**src/rtl/ptp_tsu_pkg.sv**
```systemverilog
package ptp_tsu_pkg;
    localparam int SEC_W  = 32;
    localparam int NS_W   = 32;
    localparam int SEQ_W  = 16;
    localparam int MT_W   = 4;
    localparam int WORD_W = 16;
    localparam int NUM_EVT_TYPES = 4;

    localparam int TX_SLICE_BIT   = 0;
    localparam int RX_SLICE_BIT   = 8;
    localparam int CPU_BYTE_SHIFT = 8;
    localparam int HS_START_BIT   = 0;
    localparam int HS_END_BIT     = 1;
    localparam int ST_PEND_BIT    = 1;
    localparam int ST_OVF_BIT     = 2;

    localparam logic [1:0] ACT_NONE = 2'b00;
    localparam logic [1:0] ACT_TS48 = 2'b10;
    localparam logic [1:0] ACT_TS64 = 2'b11;

    typedef struct packed {
        logic [SEC_W-1:0] sec;
        logic [NS_W-1:0]  nsec;
        logic [SEQ_W-1:0] seqid;
        logic [MT_W-1:0]  mtype;
        logic             is_tx;
    } cap_entry_t;

    typedef enum logic [1:0] {RD_IDLE, RD_OPEN, RD_DONE} rd_state_t;

    function automatic logic is_event(input logic [MT_W-1:0] mt);
        return mt < MT_W'(NUM_EVT_TYPES);
    endfunction

    function automatic logic [1:0] pick_action(input logic [15:0] mode,
                                               input logic cpu,
                                               input logic [MT_W-1:0] mt);
        logic [3:0] base;
        base = (cpu ? 4'(CPU_BYTE_SHIFT) : 4'd0) + {1'b0, mt[1:0], 1'b0};
        return is_event(mt) ? mode[base +: 2] : ACT_NONE;
    endfunction

    function automatic logic [WORD_W-1:0] word_of(input cap_entry_t e,
                                                  input logic [2:0] sel);
        case (sel)
            3'd0:    return e.nsec[15:0];
            3'd1:    return e.nsec[31:16];
            3'd2:    return e.sec[15:0];
            3'd3:    return e.sec[31:16];
            3'd4:    return e.seqid;
            3'd5:    return {e.mtype, e.is_tx, 11'b0};
            default: return '0;
        endcase
    endfunction

    function automatic logic [63:0] insert_bytes(input logic [SEC_W-1:0] s,
                                                 input logic [NS_W-1:0] ns,
                                                 input logic [1:0] code);
        case (code)
            ACT_TS64: return {s, ns};
            ACT_TS48: return {s[15:0], ns, 16'h0000};
            default:  return '0;
        endcase
    endfunction
endpackage

```
**src/rtl/ptp_evt_decode.sv**
```systemverilog
module ptp_evt_decode
    import ptp_tsu_pkg::*;
(
    input  logic            en,
    input  logic            ev_valid,
    input  logic            dir_ok,
    input  logic            cpu_side,
    input  logic [MT_W-1:0] msgtype,
    input  logic [15:0]     mode,
    output logic            hit,
    output logic [1:0]      code
);
    always_comb begin
        code = pick_action(mode, cpu_side, msgtype);
        hit  = en && ev_valid && dir_ok && (code != ACT_NONE);
    end
endmodule

```
**src/rtl/ptp_cap_queue.sv**
```systemverilog
module ptp_cap_queue
    import ptp_tsu_pkg::*;
#(
    parameter int DEPTH = 4
) (
    input  logic                         clk,
    input  logic                         rst,
    input  logic                         push,
    input  cap_entry_t                   din,
    input  logic                         pop,
    output cap_entry_t                   head,
    output logic [$clog2(DEPTH+1)-1:0]   count,
    output logic                         overflow
);
    localparam int PTR_W = (DEPTH > 1) ? $clog2(DEPTH) : 1;
    localparam int CNT_W = $clog2(DEPTH+1);

    cap_entry_t       mem [DEPTH];
    logic [PTR_W-1:0] wr_ptr, rd_ptr;
    logic             full, empty, do_push, do_pop;

    assign full    = (count == CNT_W'(DEPTH));
    assign empty   = (count == '0);
    assign do_push = push && !full;
    assign do_pop  = pop && !empty;
    assign head    = mem[rd_ptr];

    function automatic logic [PTR_W-1:0] bump(input logic [PTR_W-1:0] p);
        return (p == PTR_W'(DEPTH-1)) ? '0 : p + 1'b1;
    endfunction

    always_ff @(posedge clk) begin
        if (do_push) mem[wr_ptr] <= din;
    end

    always_ff @(posedge clk) begin
        if (rst) begin
            wr_ptr   <= '0;
            rd_ptr   <= '0;
            count    <= '0;
            overflow <= 1'b0;
        end else begin
            if (do_push) wr_ptr <= bump(wr_ptr);
            if (do_pop)  rd_ptr <= bump(rd_ptr);
            case ({do_push, do_pop})
                2'b10:   count <= count + 1'b1;
                2'b01:   count <= count - 1'b1;
                default: count <= count;
            endcase
            if (push && full) overflow <= 1'b1;
        end
    end
endmodule

```
**src/rtl/ptp_host_reader.sv**
```systemverilog
module ptp_host_reader
    import ptp_tsu_pkg::*;
(
    input  logic              clk,
    input  logic              rst,
    input  logic              we,
    input  logic [15:0]       wdata,
    input  cap_entry_t        q_head,
    input  logic              q_empty,
    output logic              pop,
    input  logic [2:0]        sel,
    output logic [WORD_W-1:0] rdata
);
    rd_state_t  state;
    cap_entry_t snap;
    logic       snap_ok;

    assign rdata = word_of(snap, sel);

    always_ff @(posedge clk) begin
        if (rst) begin
            state   <= RD_IDLE;
            snap    <= '0;
            snap_ok <= 1'b0;
            pop     <= 1'b0;
        end else begin
            pop <= 1'b0;
            if (we) begin
                if (wdata == '0) begin
                    state <= RD_IDLE;
                end else if (wdata[HS_START_BIT] && state == RD_IDLE) begin
                    snap    <= q_head;
                    snap_ok <= !q_empty;
                    state   <= RD_OPEN;
                end else if (wdata[HS_END_BIT] && state == RD_OPEN) begin
                    pop     <= snap_ok;
                    snap_ok <= 1'b0;
                    state   <= RD_DONE;
                end
            end
        end
    end
endmodule

```
**src/rtl/ptp_tsu.sv**
```systemverilog
module ptp_tsu
    import ptp_tsu_pkg::*;
#(
    parameter int QDEPTH = 4
) (
    input  logic        clk,
    input  logic        rst,
    input  logic [15:0] slice_cfg,
    input  logic        glb_cap_en,
    input  logic [15:0] tx_mode,
    input  logic [15:0] rx_mode,
    input  logic        ev_valid,
    input  logic        ev_is_tx,
    input  logic        ev_cpu_side,
    input  logic [3:0]  ev_msgtype,
    input  logic [15:0] ev_seqid,
    input  logic [31:0] tod_sec,
    input  logic [31:0] tod_nsec,
    output logic        tx_op_valid,
    output logic [1:0]  tx_op,
    output logic        rx_op_valid,
    output logic [1:0]  rx_op,
    output logic [63:0] rx_ts_bytes,
    input  logic        hctl_we,
    input  logic [15:0] hctl_wdata,
    input  logic [2:0]  hrd_sel,
    output logic [15:0] hrd_data,
    output logic [15:0] irq_status
);
    localparam int CNT_W = $clog2(QDEPTH+1);

    logic [1:0]  dir_en, dir_ok, dir_hit;
    logic [1:0]  dir_code [2];
    logic [15:0] dir_mode [2];

    assign dir_en      = {slice_cfg[RX_SLICE_BIT], slice_cfg[TX_SLICE_BIT]};
    assign dir_ok      = {!ev_is_tx, ev_is_tx};
    assign dir_mode[0] = tx_mode;
    assign dir_mode[1] = rx_mode;

    for (genvar d = 0; d < 2; d++) begin : g_dir
        ptp_evt_decode u_dec (
            .en       (dir_en[d]),
            .ev_valid (ev_valid),
            .dir_ok   (dir_ok[d]),
            .cpu_side (ev_cpu_side),
            .msgtype  (ev_msgtype),
            .mode     (dir_mode[d]),
            .hit      (dir_hit[d]),
            .code     (dir_code[d])
        );
    end

    logic             cap_push, q_pop, q_ovf;
    logic [CNT_W-1:0] q_count;
    cap_entry_t       new_entry, q_head;

    assign cap_push  = dir_hit[0] && glb_cap_en;
    assign new_entry = '{sec: tod_sec, nsec: tod_nsec, seqid: ev_seqid,
                         mtype: ev_msgtype, is_tx: ev_is_tx};

    always_ff @(posedge clk) begin
        if (rst) begin
            tx_op_valid <= 1'b0;
            tx_op       <= ACT_NONE;
            rx_op_valid <= 1'b0;
            rx_op       <= ACT_NONE;
            rx_ts_bytes <= '0;
        end else begin
            tx_op_valid <= dir_hit[0];
            tx_op       <= dir_hit[0] ? dir_code[0] : ACT_NONE;
            rx_op_valid <= dir_hit[1];
            rx_op       <= dir_hit[1] ? dir_code[1] : ACT_NONE;
            rx_ts_bytes <= dir_hit[1] ? insert_bytes(tod_sec, tod_nsec, dir_code[1]) : '0;
        end
    end

    ptp_cap_queue #(.DEPTH(QDEPTH)) u_queue (
        .clk      (clk),
        .rst      (rst),
        .push     (cap_push),
        .din      (new_entry),
        .pop      (q_pop),
        .head     (q_head),
        .count    (q_count),
        .overflow (q_ovf)
    );

    ptp_host_reader u_reader (
        .clk     (clk),
        .rst     (rst),
        .we      (hctl_we),
        .wdata   (hctl_wdata),
        .q_head  (q_head),
        .q_empty (q_count == '0),
        .pop     (q_pop),
        .sel     (hrd_sel),
        .rdata   (hrd_data)
    );

    always_comb begin
        irq_status              = '0;
        irq_status[ST_PEND_BIT] = (q_count != '0);
        irq_status[ST_OVF_BIT]  = q_ovf;
    end
endmodule

```
**config.mk**
```make
export PLATFORM = sky130hd
export DESIGN_NAME = ptp_tsu
export DESIGN_NICKNAME = d
export VERILOG_FILES = /design/src/rtl/ptp_tsu_pkg.sv /design/src/rtl/ptp_evt_decode.sv /design/src/rtl/ptp_cap_queue.sv /design/src/rtl/ptp_host_reader.sv /design/src/rtl/ptp_tsu.sv
export SDC_FILE = /design/constraint.sdc
export NUM_CORES = 1
export LEC_CHECK = 0
export CAP_MARGIN = 5
export CORE_MARGIN = 1.5
export CORE_UTILIZATION = 59
export CTS_CLUSTER_DIAMETER = 60
export CTS_CLUSTER_SIZE = 25
export DETAILED_ROUTE_END_ITERATION = 10
export GPL_ROUTABILITY_DRIVEN = 1
export PLACE_DENSITY = 0.85
export SYNTH_ARGS = -nofsm -noshare
export SYNTH_HDL_FRONTEND = slang
export SYNTH_SLANG_ARGS = --single-unit
```
**constraint.sdc**
```tcl
create_clock -name clk -period 6.7 [get_ports clk]
set_input_delay 1.005 -clock clk [delete_from_list [all_inputs] [get_ports clk]]
set_output_delay 1.005 -clock clk [all_outputs]
set_load 0.1 [all_outputs]
```
==> results.yml, run 1 <==
run:
  maxCapViolCount: 0
finish:
  finalNetCount: 1663
  num_antenna_cells: 0
  final_cells: 1962
  drive_gt1_share_pct: 15.5
  design_area_sq_um: 22900
  utilization_pct: 70.6
  area_growth_pct: 18.4
worst_hold_path:
  hp-class: "reg2reg"
  hold_end: "u_reader.snap[74]"
  hp-start: "u_reader.snap[74]"
  holdPathStages: 2
placement:
  io_buffers: 231
  place_hpwl_microns: 29600
  gp_congestion: 0.835
  pre_cts_slack_ns: 1.51
  dpl_cell_area_sq_um: 21900
  placed_cells: 1909
sta:
  worstMarginPinSlew_ns: 1.06
  finClkSkew_ns: 0.0147
  worst_slack_ns: 1.48
  setup-tns-final_ns: 0
  slew_headroom_pct: 28.9
  setup_viol: 0
  rsz0062_at_grt: "no"
  hold_ws_ns: 0.460
  period_needed_ns: 5.22
  max_freq_mhz: 192
  timing_hold_violations_final: 0
  fin_crit_sh_pct: 77.9
  finalMaxSlewViolations: 0
synthesis:
  synth_edf_count: 340
  netlist_instances: 1300
  syn_avg_cell_area_sq_um: 14.9
  ys_warn_count: 0
  yosysTopAreaCell: "edfxtp_1"
  synth_top_cells_by_area: "edfxtp_1 53%, dfxtp_1 17%, mux4_2 11%"
  synth_common_cells: "340 x edfxtp_1, 245 x nand2_1, 167 x dfxtp_1"
  syn_area_sq_um: 19400
  synth.distinct_cells: 54
  seq_area_frac_synth_pct: 70.0
  synthFlopType: "edfxtp_1"
  ys_ff_latch: 507
  yosysMostFrequentCell: "edfxtp_1"
  synth-async-reset-ratio_pct: 0
  yosysTopAreaCellShare_pct: 52.7
power_and_ir_drop:
  p_per_area_nw_per_um2: 251
  power.total_mw: 5.74
  p_switching_mw: 1.32
  pwr-share-seq_pct: 58.8
  ir_drop_uv: 242
  p_int_mw: 4.43
  power_leakage_nw: 7.48
  p_clk_share_pct: 34.4
  switching_share_pct: 22.9
  power_frac_comb_pct: 6.8
routing:
  num_vias: 11600
  first_pass_iters: 6
  viasPerCell: 5.91
  drt-initial-drc-count: 1289
  wl_per_cell_microns: 23.1
  drt-total-wl_microns: 45300
  ant_nets: 0
  drc: 0
run_status:
  outcome: "complete, no violations"
cts:
  hold_buffers: 0
  cts.sinks: 507
  clkTransAtPathRegs_ns: 0.08
  htreeDepth: 1
  post_cts_buffers: 0
  clk_latency_ns: 0.58
  cts_max_path_buffers: 3
  cts_root_buf: "clkbuf_16"
  ctsResizeCount: 0
  tritoncts: "yes"
  cts-buffers-inserted: 29
worst_setup_path:
  worst-path-buf-inv: 2
  critical_path_class: "in2out"
  rrSetupSlack_ns: 4.02
  cp_data_arrival_time_ns: 4.21
  worstPathCellList: "clkdlybuf4s50_1 -> nor2_1 -> nand3_1 -> o21ai_0 -> clkdlybuf4s50_1"
  slowest_delay_ns: 1.16
  r2r_end: "u_queue.mem[2][24]"
  crit_fanout: 25
  critPathMostFrequentCell: "clkdlybuf4s50_1"
  crit_required_ns: 5.69
  critPathLaunchType: "input pin"
  slowest_stage: "clkdlybuf4s50_1"
  cp_top_family: "buffers and inverters"
  reg2reg_depth: 6
  r2r-start: "u_queue.count[0]"
  cp-end-kind: "output port"
grt:
  grt_max_degree: 100
  grt_first_pass_wirelength_microns: 67600
  grt-ovfl-total: 0
  grt_pass1_vias: 11600
  grt_usage_pct: 26.8
  grt_antenna_before_repair: 0
floorplanning:
  die_x_microns: 184
  design.core.area_sq_um: 32500
  start_util_pct: 59.7
  io_pins: 260
  fp-row-count: 66
  fp.dieArea_sq_um: 33900
  fp.dieH_microns: 184
## cells in the final DEF (no fill, tap or decap), types with 2 or more instances in the layout
master,synthesis,layout
or3_1,2,2
and2_4,1,5
clkbuf_1,44,6
ha_1,6,6
o22ai_1,7,7
a22oi_1,7,7
dfxtp_4,0,2
mux2_2,4,4
inv_1,15,15
conb_1,1,14
nand2_2,30,30
nand2b_1,3,3
nor2b_1,5,5
o22a_1,3,3
o21ai_0,12,12
a21oi_1,130,130
a21oi_2,20,20
nand4_1,3,3
nor4_1,4,4
clkinv_2,0,2
mux2i_1,24,24
inv_6,0,3
xor2_1,2,2
buf_4,18,25
clkbuf_16,0,31
and2_1,20,16
clkdlybuf4s50_1,0,222
and3_1,5,5
nand3_1,10,10
edfxtp_1,340,340
dfxtp_1,167,165
mux4_2,94,94
inv_8,0,4
nor2_1,25,25
a31oi_1,3,3
nand2_1,245,245
## worst register-to-register path, stage by stage (launching register included)
cell,delay [ns]
dfxtp_1,0.40
nor2_1,0.09
a21oi_1,0.28
nand4_1,0.21
nand2_1,0.23
and2_4,0.66
buf_4,0.45
## how the worst max path moves through the flow
stage	to	start	cells past startpoint	slack [ns]
after floorplan	hrd_data[10]	hrd_sel[1]	5	1.69
after global placement	hrd_data[15]	hrd_sel[0]	5	1.54
after detailed placement	hrd_data[10]	hrd_sel[0]	5	1.51
after CTS	hrd_data[10]	hrd_sel[0]	5	1.51
after global routing	hrd_data[9]	hrd_sel[0]	5	1.25
final	hrd_data[10]	hrd_sel[0]	5	1.48
## power by group through the flow
stage,Clock [mW],Combinational (mW),Sequential (mW)
3_3_place_gp,0,0.377,3.45
5_1_grt,2.10,0.417,3.38
3_5_place_dp,0,0.387,3.45
4_1_cts,1.99,0.390,3.38
6_report,1.97,0.392,3.38
2_1_floorplan,0,0.210,3.45
## flip-flops by register name, summed over array words and instances, names as in the netlist, 3 cells and up
| name | count |
|---|---|
| rx_ts_bytes | 64 |
| u_queue.count | 3 |
| u_reader.snap | 85 |
| u_queue.mem | 340 |
## cell families (layout without fill, tap and decap cells)
group	Yosys count	count (layout)	share of synthesized area [%]
and+or+nand+nor	363	363	8.32
muxes	124	124	12.6
DFF	507	507	70.0
AOI/OAI and AO/OA	187	187	5.53
adders and majority gates	7	7	0.491
other	1	14	0.0194
xor gates and xnor gates	2	2	0.0905
buffers and inverters	109	316	2.91
## metal layers
metal / up-vias / share of wire (%) / GRT usage [%]
li1: 5142 / - / -
met1: 5749 / 39 / 36.9
met2: 598 / 49 / 43.6
met3: 99 / 8.7 / 5.37
met4: 0 / 3.3 / 8.66
met5: - / 0 / 0
## layout make-up
cell class | instances | area (sq um)
fillers | 2020 | 9540
repair buffers | 248 | 2430
flip-flops and latches | 507 | 13600
inverters | 15 | 56.3
multi-input cells | 697 | 5330
clock inverters | 16 | 186
clock buffers | 37 | 798
well taps | 442 | 553
No activity file was read; power rests on OpenSTA's default activity.
==> inputs of run 2 (changes only) <==
Settings changed: CORE_UTILIZATION 59 to 49, PLACE_DENSITY 0.85 to 0.75.
Clock period 6.7 ns to 4.2 ns, I/O delays scaled along.
==> run 2 against run 1 <==
  * Utilization fell by 10 points
  * Non-clock buffer count rose by 13
  * Clock power grew 60%
  * Final cell count grew 4.7%
  * Clock skew is 0.010 ns higher
  * Register-to-register slack got worse by 2.2 ns
==> results.yml, run 2 (synthesis gave the netlist of run 1 again) <==
run_status:
  outcome: "complete, no violations"
sta:
  timing_hold_violations_final: 0
  hold_ws_ns: 0.301
  setup_viol: 0
  period_needed_ns: 3.37
  slew_headroom_pct: 30.3
  max_freq_mhz: 297
  setup-tns-final_ns: 0
  worst_slack_ns: 0.831
  finalMaxSlewViolations: 0
  worstMarginPinSlew_ns: 1.04
  rsz0062_at_grt: "no"
  finClkSkew_ns: 0.0247
  fin_crit_sh_pct: 80.2
routing:
  num_vias: 11400
  ant_nets: 0
  viasPerCell: 5.57
  drt-total-wl_microns: 45300
  first_pass_iters: 5
  drc: 0
  drt-initial-drc-count: 1042
  wl_per_cell_microns: 22.0
worst_setup_path:
  critical_path_class: "in2out"
  cp_top_family: "buffers and inverters"
  cp-end-kind: "output port"
  cp_data_arrival_time_ns: 2.74
  critPathLaunchType: "input pin"
  worst-path-buf-inv: 2
  r2r-start: "u_queue.count[0]"
  crit_required_ns: 3.57
  rrSetupSlack_ns: 1.81
  reg2reg_depth: 6
  slowest_stage: "nor2_1"
  worstPathCellList: "clkdlybuf4s50_1 -> nor2_1 -> a21oi_1 -> o22a_1 -> o21ai_0 -> buf_12"
  r2r_end: "u_queue.mem[3][27]"
  crit_fanout: 8
  slowest_delay_ns: 0.62
  cp-startpoint: "hrd_sel[0]"
power_and_ir_drop:
  power_leakage_nw: 7.63
  ir_drop_uv: 318
  p_per_area_nw_per_um2: 393
grt:
  grt_pass1_vias: 11400
  grt_max_degree: 92
  grt_first_pass_wirelength_microns: 68700
  grt-ovfl-total: 0
  grt_antenna_before_repair: 3
  grt_usage_pct: 22.2
finish:
  registers.top_by_ff_count: "u_queue.mem"
  largest_reg_flops: 340
  reg.largest.list: "u_queue.mem: 340 flops, u_reader.snap: 85 flops, rx_ts_bytes: 64 flops"
  drive_gt1_share_pct: 16.9
  fill_cells: 2903
  regArea_sq_um: 13600
  area_growth_pct: 20.9
  layout_common_cells: "340 x edfxtp_1, 245 x nand2_1, 214 x clkdlybuf4s50_1, 165 x dfxtp_1, 130 x a21oi_1"
  multi_input_area_sq_um: 5330
  final_common_cell: "edfxtp_1"
  finalNetCount: 1677
cts:
  cts_max_path_buffers: 3
  cts-buffers-inserted: 30
  post_cts_buffers: 0
  tritoncts: "yes"
  clk_latency_ns: 0.60
  htreeDepth: 1
  hold_buffers: 0
  clkTransAtPathRegs_ns: 0.08
  cts.sinks: 507
  cts_root_buf: "clkbuf_16"
  ctsResizeCount: 0
run:
  maxCapViolCount: 0
placement:
  place_hpwl_microns: 30200
  io_buffers: 231
  gp_congestion: 0.824
  pre_cts_slack_ns: 0.582
floorplanning:
  fp.dieArea_sq_um: 40700
  start_util_pct: 49.9
  fp-row-count: 72
  design.core.area_sq_um: 38800
  io_pins: 260
  fp.dieH_microns: 202
  die_x_microns: 202
worst_hold_path:
  hold_end: "u_queue.count[2]"
  holdPathStages: 2
  hp-start: "rst"
  hp-class: "in2reg"
-- run 2: cell count changes in the layout (fill, tap and decap cells not counted), moves of 2 or more --
cell | before | now
clkinv_8 | 1 | 6
o21ai_0 | 12 | 6
o21ai_1 | 0 | 6
inv_6 | 3 | 5
buf_4 | 25 | 23
buf_12 | 1 | 24
clkbuf_1 | 6 | 4
clkdlybuf4s50_1 | 222 | 214
-- run 2: cell type report --
type | count | share of cell area [%]
sequential | 507 | 57.9
multi-input combinational | 697 | 22.8
timing repair buffer | 261 | 11.9
clock buffer | 35 | 3.33
tap | 518 | 2.77
clock inverter | 20 | 0.973
inverter | 15 | 0.241
antenna | 1 | 0.0107
-- run 2: worst reg2reg max path, stage by stage (launching register included) --
cell and delay (ns):
dfxtp_1 0.39, nor2_1 0.08, a21oi_1 0.26, nand4_1 0.22, nand2_1 0.24, and2_4 0.58, buf_12 0.32
-- run 2: stage by stage --
stage          cells  cell area (sq um)  util, %  power [mW]
6_report        2054              23400     60.3        9.19
3_3_place_gp    1998              22400     57.7        6.14
5_1_grt         2053              23400     60.3        9.46
2_1_floorplan   1313              19400        -        5.84
3_5_place_dp    1998              22400     57.7        6.15
4_1_cts         2053              23400     60.3        9.24
-- run 2: worst max path at each step --
| stage | end | slack (ns) | cells past startpoint |
|---|---|---|---|
| after floorplan | hrd_data[11] | 0.02 | 4 |
| after global placement | u_queue.mem[3][43] | 0.68 | 7 |
| after detailed placement | u_queue.mem[3][59] | 0.58 | 7 |
| after CTS | hrd_data[11] | 0.89 | 6 |
| after global routing | hrd_data[12] | 0.71 | 7 |
| final | hrd_data[11] | 0.83 | 6 |
-- run 2: where the power goes --
group	internal (mW)	switching, mW
Sequential	5.36	0.0270
Combinational	0.243	0.411
Clock	1.42	1.73
Total	7.02	2.17
-- run 2: metal layers --
layer / track usage (%) / share of wire, %
met4: 4.29 / 1.8
met2: 36.8 / 49
met3: 3.55 / 7.2
met5: 0 / 0.051
met1: 31.5 / 42
==> inputs of run 3 (changes only) <==
Clock period 4.2 ns to 2.7 ns, I/O delays scaled along.
==> run 3 against run 2 <==
  * Final area increased by 1.9%
  * Combinational power increased by 67%
  * Highest routed layer is now met4
  * Clock power increased by 66%
  * Setup slack got worse by 0.70 ns
==> results.yml, run 3 (synthesis gave the netlist of run 1 again) <==
finish:
  final_common_cell: "edfxtp_1"
  final_cells: 2083
  reg.largest.list: "u_queue.mem: 340 flops, u_reader.snap: 85 flops, rx_ts_bytes: 64 flops"
  area_growth_pct: 23.2
  layout_common_cells: "340 x edfxtp_1, 245 x nand2_1, 165 x dfxtp_1, 142 x clkdlybuf4s50_1, 130 x a21oi_1"
  largest_reg_flops: 340
  num_antenna_cells: 0
  registers.top_by_ff_count: "u_queue.mem"
  fill_cells: 2837
  finalNetCount: 1705
  drive_gt1_share_pct: 24.2
sta:
  period_needed_ns: 2.57
  rsz0062_at_grt: "no"
  timing_hold_violations_final: 0
  worst_slack_ns: 0.132
  hold_ws_ns: 0.189
  fin_crit_sh_pct: 95.1
  slew_headroom_pct: 42.0
  finalMaxSlewViolations: 0
  max_freq_mhz: 389
  setup_viol: 0
  finClkSkew_ns: 0.0217
  worstMarginPinSlew_ns: 0.870
worst_hold_path:
  hp-class: "in2reg"
worst_setup_path:
  worstPathCellList: "clkdlybuf4s50_1 -> buf_12 -> mux2_2 -> a21oi_1 -> o22ai_2 -> buf_12"
  rrSetupSlack_ns: 0.43
  critPathLaunchType: "input pin"
  crit_required_ns: 2.30
  worst-path-buf-inv: 3
  critical_path_class: "in2out"
  cp-end-kind: "output port"
  crit_fanout: 25
  critPathMostFrequentCell: "buf_12"
  cp_top_family: "buffers and inverters"
  slowest_stage: "clkdlybuf4s50_1"
  cp_data_arrival_time_ns: 2.16
  slowest_delay_ns: 0.51
placement:
  placed_cells: 2025
  pre_cts_slack_ns: -0.238
  io_buffers: 231
  place_hpwl_microns: 31500
  gp_congestion: 0.812
routing:
  num_vias: 11500
  wl_per_cell_microns: 22.1
  drt-initial-drc-count: 897
  ant_nets: 0
  drc: 0
  viasPerCell: 5.54
  drt-total-wl_microns: 46000
  first_pass_iters: 6
grt:
  grt_max_degree: 88
  grt_usage_pct: 22.5
  grt_first_pass_wirelength_microns: 69500
  grt-ovfl-total: 0
  grt_pass1_vias: 11600
  grt_antenna_before_repair: 0
power_and_ir_drop:
  p_per_area_nw_per_um2: 616
  power_leakage_nw: 8.03
  power.total_mw: 14.7
  ir_drop_uv: 528
floorplanning:
  io_pins: 260
  fp.dieH_microns: 202
  die_x_microns: 202
  fp.dieArea_sq_um: 40700
  fp-row-count: 72
  start_util_pct: 49.9
  design.core.area_sq_um: 38800
cts:
  hold_buffers: 0
  clk_latency_ns: 0.60
  tritoncts: "yes"
  cts.sinks: 507
  clkTransAtPathRegs_ns: 0.08
  htreeDepth: 1
  ctsResizeCount: 0
  cts_max_path_buffers: 3
  cts-buffers-inserted: 31
  cts_root_buf: "clkbuf_16"
  post_cts_buffers: 0
run_status:
  outcome: "complete, no violations"
run:
  maxCapViolCount: 0
==> run 3: path summary, 6_finish.rpt <==
| path | start | endpoint | depth (start not counted) |
|---|---|---|---|
| max | hrd_sel[0] | hrd_data[14] | 6 |
| min reg2reg | u_reader.snap[6] | u_reader.snap[6] | 2 |
| min | rst | tx_op[0] | 4 |
| max reg2reg | u_queue.count[0] | u_queue.count[2] | 9 |
==> run 3: layout make-up <==
| class | count | area, sq um | area share (%) |
|---|---|---|---|
| sequential | 507 | 13600 | 56.8 |
| tap | 518 | 648 | 2.72 |
| clock buffer | 35 | 811 | 3.40 |
| clock inverter | 23 | 282 | 1.18 |
| multi-input combinational | 697 | 5450 | 22.9 |
| timing repair buffer | 288 | 3040 | 12.8 |
| inverter | 15 | 56.3 | 0.236 |
==> run 3: tightest hold or removal path: stages <==
cell and delay, ns:
buf_4 0.10, nor2b_1 0.06, nand3_1 0.13, nor2_1 0.05
==> run 3: layer usage <==
metal,global-route usage [%],wire (microns),part of all wire [%]
met2,37.6,22400,49
met4,5.41,1080,2.4
met1,31.0,19300,42
met3,3.98,3230,7.0
met5,0,0,0
==> run 3: through the flow <==
step	utilization [%]	TNS, ns	area, sq um
2_1_floorplan	-	-0.352	19500
3_3_place_gp	58.6	-4.81	22800
3_5_place_dp	58.6	-7.64	22800
4_1_cts	61.4	0	23900
5_1_grt	61.4	0	23900
6_report	61.4	0	23900
==> run 3: power by group <==
part / switching, mW / leakage, nW / total [mW] / internal, mW
clock: 2.68 / 0.522 / 5.24 / 2.57
sequential: 0.0437 / 4.41 / 8.38 / 8.33
combinational: 0.666 / 3.10 / 1.09 / 0.419
total: 3.39 / 8.03 / 14.7 / 11.3
